**config.mk**
```make
export PLATFORM = sky130hd
export DESIGN_NAME = scr_pair
export DESIGN_NICKNAME = d
export VERILOG_FILES = /design/src/rtl/scr_pkg.sv /design/src/rtl/scr_shreg.sv /design/src/rtl/scr_lane.sv /design/src/rtl/scr_pair.sv
export SDC_FILE = /design/constraint.sdc
export NUM_CORES = 1
export LEC_CHECK = 0
export BUFFER_PORTS_ARGS = -buffer_cell sky130_fd_sc_hd__buf_2
export CAP_MARGIN = 40
export CORE_MARGIN = 3
export CORE_UTILIZATION = 35
export DETAILED_ROUTE_END_ITERATION = 6
export GPL_TIMING_DRIVEN = 0
export PLACE_DENSITY_LB_ADDON = 0.25
export SYNTH_ARGS = -nofsm -noshare
export SYNTH_HDL_FRONTEND = slang
export SYNTH_SLANG_ARGS = --single-unit
```
**constraint.sdc**
```tcl
create_clock -name clk -period 2.25 [get_ports clk]
set_input_delay 0.3375 -clock clk [delete_from_list [all_inputs] [get_ports clk]]
set_output_delay 0.3375 -clock clk [all_outputs]
set_load 0.005 [all_outputs]
```
**src/rtl/scr_pkg.sv**
```systemverilog
package scr_pkg;
  typedef enum logic {
    SCR_TX = 1'b0,
    SCR_RX = 1'b1
  } scr_dir_e;
endpackage

```
**src/rtl/scr_shreg.sv**
```systemverilog
module scr_shreg #(
  parameter int LEN = 43,
  parameter logic [LEN-1:0] SEED = '0
) (
  input  logic clk,
  input  logic rst,
  input  logic en,
  input  logic din,
  output logic tap
);
  logic [LEN-1:0] stages;

  always_ff @(posedge clk) begin
    if (rst) stages <= SEED;
    else if (en) stages <= {stages[LEN-2:0], din};
  end

  assign tap = stages[LEN-1];

  // a stage may only take the bit offered on a shifting cycle
  a_r5_newest_stage: assert property (@(posedge clk) disable iff (rst)
    en |=> stages[0] == $past(din));
  a_r4_frozen_hold: assert property (@(posedge clk) disable iff (rst)
    !en |=> $stable(stages));
endmodule

```
**src/rtl/scr_lane.sv**
```systemverilog
module scr_lane
  import scr_pkg::*;
#(
  parameter int LEN = 43,
  parameter logic [LEN-1:0] SEED = '0,
  parameter scr_dir_e DIR = SCR_TX
) (
  input  logic clk,
  input  logic rst,
  input  logic in_valid,
  input  logic in_payload,
  input  logic in_gate,
  input  logic in_bypass,
  input  logic in_bit,
  output logic out_valid,
  output logic out_bit
);
  logic active;
  logic tap;
  logic next_bit;
  logic line_bit;

  assign active   = in_valid & in_payload & in_gate;
  assign next_bit = (active && !in_bypass) ? (in_bit ^ tap) : in_bit;

  generate
    if (DIR == SCR_RX) begin : g_rx_line
      assign line_bit = in_bit;
    end else begin : g_tx_line
      assign line_bit = next_bit;
    end
  endgenerate

  scr_shreg #(.LEN(LEN), .SEED(SEED)) u_hist (
    .clk (clk),
    .rst (rst),
    .en  (active),
    .din (line_bit),
    .tap (tap)
  );

  always_ff @(posedge clk) begin
    if (rst) begin
      out_valid <= 1'b0;
      out_bit   <= 1'b0;
    end else begin
      out_valid <= in_valid;
      out_bit   <= next_bit;
    end
  end

  a_r5_valid_follow: assert property (@(posedge clk) disable iff (rst)
    out_valid == $past(in_valid) || $past(rst));
  a_r4_header_pass: assert property (@(posedge clk) disable iff (rst)
    (in_valid && !in_payload) |=> out_bit == $past(in_bit));
  a_r6_gate_pass: assert property (@(posedge clk) disable iff (rst)
    (in_valid && !in_gate) |=> out_bit == $past(in_bit));
  a_r7_bypass_pass: assert property (@(posedge clk) disable iff (rst)
    (in_valid && in_bypass) |=> out_bit == $past(in_bit));
endmodule

```
**src/rtl/scr_pair.sv**
```systemverilog
module scr_pair
  import scr_pkg::*;
#(
  parameter int LEN = 43,
  parameter logic [LEN-1:0] TX_SEED = '0,
  parameter logic [LEN-1:0] RX_SEED = '0
) (
  input  logic clk,
  input  logic rst,
  input  logic tx_valid,
  input  logic tx_payload,
  input  logic tx_bypass,
  input  logic tx_bit,
  output logic tx_out_valid,
  output logic tx_out_bit,
  input  logic rx_valid,
  input  logic rx_payload,
  input  logic rx_sync_ok,
  input  logic rx_bypass,
  input  logic rx_bit,
  output logic rx_out_valid,
  output logic rx_out_bit
);
  scr_lane #(.LEN(LEN), .SEED(TX_SEED), .DIR(SCR_TX)) u_tx (
    .clk        (clk),
    .rst        (rst),
    .in_valid   (tx_valid),
    .in_payload (tx_payload),
    .in_gate    (1'b1),
    .in_bypass  (tx_bypass),
    .in_bit     (tx_bit),
    .out_valid  (tx_out_valid),
    .out_bit    (tx_out_bit)
  );

  scr_lane #(.LEN(LEN), .SEED(RX_SEED), .DIR(SCR_RX)) u_rx (
    .clk        (clk),
    .rst        (rst),
    .in_valid   (rx_valid),
    .in_payload (rx_payload),
    .in_gate    (rx_sync_ok),
    .in_bypass  (rx_bypass),
    .in_bit     (rx_bit),
    .out_valid  (rx_out_valid),
    .out_bit    (rx_out_bit)
  );

  // outputs stay cleared on the first cycle out of reset
  a_r1_reset_quiet: assert property (@(posedge clk)
    $past(rst) |-> (!tx_out_valid && !rx_out_valid && !tx_out_bit && !rx_out_bit));
endmodule

```
==> flow_summary.yaml <==
timing:
  hold_viol: 0
  fmaxAchievable_mhz: 889
  tightest_slew_ps: 498
  skew_ps: 8.27
  slew_viol_final: 0
  slew_headroom: 0.668
  period_needed_ps: 1130
  setup_viol_count_final: 0
  rsz0062_at_grt: "false"
  fin_ws_ps: 1120
  fin_tns_setup_ps: 0
  finalCritPeriodShare: 0.500
worst_setup_path:
  worstPathArrival_ps: 790
  max_stage_delay_ps: 330
  critical_path_buf_inv_count: 1
  required_ps: 1910
  critPathTopFamily: "flip-flops"
  crit_chain: "buf_2"
  worst_path_max_delay_cell: "dfxtp_1"
  crit_path_end_kind: "primary output"
  criticalPathCategory: "register to primary output"
  cp-start-kind: "register"
  critPathMaxFanout: 1
synthesis:
  yosys_warnings: 0
  netlist_instances: 390
  synth_area_mm2: 0.00333
  syn_nets: 401
  yosys-top-cells-area: "dfxtp_1 54%, nand2_1 18%, a21oi_1 8.6%"
  yosys.area.top_type: "dfxtp_1"
  seq_area_frac_synth: 0.541
  yosys.area.top_type_share: 0.541
  ys_ff_latch: 90
  yosysUniqueCellTypes: 21
  synth.avg_cell_area_um2: 8.54
routing:
  drt_pass1_iterations: 4
  ant_nets: 0
  drt-total-wl_um: 5590
  wl_per_cell_um: 10.3
  vias: 2457
  drc: 0
  drtIter0Drc: 131
  via_per_inst: 4.51
final_layout:
  finalCoreUtilization: 0.419
  layout_common_cells: "161 x nand2_1, 90 x dfxtp_1, 57 x a21oi_1"
  seq_area_mm2: 0.00180
  drive_above_1_share: 0.220
  antenna_cells: 0
  fill_cells: 922
  final_common_cell: "nand2_1"
  multi_input_comb_area_mm2: 0.00132
  nets: 425
  synthToLayoutAreaGrowth_pct: 13.0
min_path:
  hold_path.class: "input port to register"
global_routing:
  grt_antenna_before_repair: 0
  grt_max_degree: 15
  grt_pass1_vias: 2291
  grt_overflow: 0
  track_usage: 0.109
  grt_pass1_wl_um: 9960
power_and_ir_drop:
  leakage_uw: 0.00120
  switching_share: 0.216
  p_switching_uw: 624
  clkPwrFrac: 0.401
  cellInternalPower_uw: 2260
  p_comb_frac: 0.045
  seqPwrFrac: 0.554
  ir_drop_v: 0.000378
  power_density_mw_per_mm2: 767
flow_run:
  max_cap_viol_count: 0
placed_design:
  io_buffers: 13
  pre_cts_slack_ps: 935
  gp_congestion: 0.701
  dp_hpwl_um: 3760
die:
  die-height_um: 104
  rows: 34
  dieWidth_um: 104
  core_area_mm2: 0.00898
  dieArea_mm2: 0.0107
  ios: 15
  start_util: 0.371
clock_tree:
  hold_buffers: 0
  clock_tree.root_cell: "clkbuf_8"
  cts_repair_resize_count: 0
  htree_levels: 3
  insertion_delay_ps: 350
  clock_sinks: 90
  clkSlewWorstSetupHoldPaths_ps: 80
  cts_setup_buffers: 0
  cts_tree: "done"
  cts_buffers: 9
  clockBufferDepth: 2
outcome:
  status: "finished, final reports clean"
==> power by group through the flow <==
stage,clock [uW],sequential [uW],combinational (uW)
3_3_place_gp,0,1640,132
3_5_place_dp,0,1640,134
4_1_cts,1210,1600,134
6_report,1160,1600,130
2_1_floorplan,0,1640,91.6
5_1_grt,1270,1600,145
==> final cells by class <==
cell class / instances / share of cell area
clock inverter: 5 / 0.0209
timing repair buffer: 13 / 0.0173
clock buffer: 11 / 0.0349
multi-input combinational: 272 / 0.350
tap: 126 / 0.0419
buffer: 28 / 0.0562
sequential: 90 / 0.479
==> metrics by stage <==
step	total power, uW	cell area, um2	hold WS, ps	std cells
6_report	2890	3760	235	545
5_1_grt	3020	3760	227	545
4_1_cts	2940	3760	219	545
3_5_place_dp	1770	3550	444	529
3_3_place_gp	1770	3550	436	529
2_1_floorplan	1730	3330	431	390
==> registers in the layout (all words and copies together), names as in the netlist <==
register	flops
u_rx.out_bit	1
u_rx.out_valid	1
u_rx.u_hist.stages	43
u_tx.u_hist.stages	43
u_tx.out_bit	1
u_tx.out_valid	1
==> kinds of logic after synthesis <==
family	share of synthesized area
buffers and inverters	0.0635
AND/OR/NAND/NOR	0.224
XOR/XNOR	0.00526
multiplexers	0.00338
AO/OA/AOI/OAI	0.163
flip-flops	0.541
==> final timing paths <==
check	slack, ps	start	depth (start not counted)	to
min reg2reg	450	u_tx.u_hist.stages[17]$_SDFFE_PP0P_	2	u_tx.u_hist.stages[18]$_SDFFE_PP0P_
max reg2reg	1310	u_rx.u_hist.stages[42]$_SDFFE_PP0P_	2	u_rx.out_bit$_SDFF_PP0_
min	240	rx_bit	3	u_rx.u_hist.stages[0]$_SDFFE_PP0P_
max	1120	u_rx.out_valid$_SDFF_PP0_	1	rx_out_valid
==> cells in the mapped netlist (all sizes together) <==
cell type  count
nand2        171
dfxtp         90
a21oi         85
buf           26
nor2b          4
nor2           3
clkbuf         2
a211oi         1
and2           1
and3           1
mux2           1
nand3          1
nand4b         1
nor3b          1
xnor2          1
xor2           1
==> metal layers <==
layer  up-vias  track usage  part of all wire
met1      1130        0.138              0.50
li1       1291            -                 -
met3        10       0.0379             0.032
met5         -            0                 0
met4         0       0.0361             0.013
met2        26        0.175              0.45
Power figures use the tool's default switching activity.
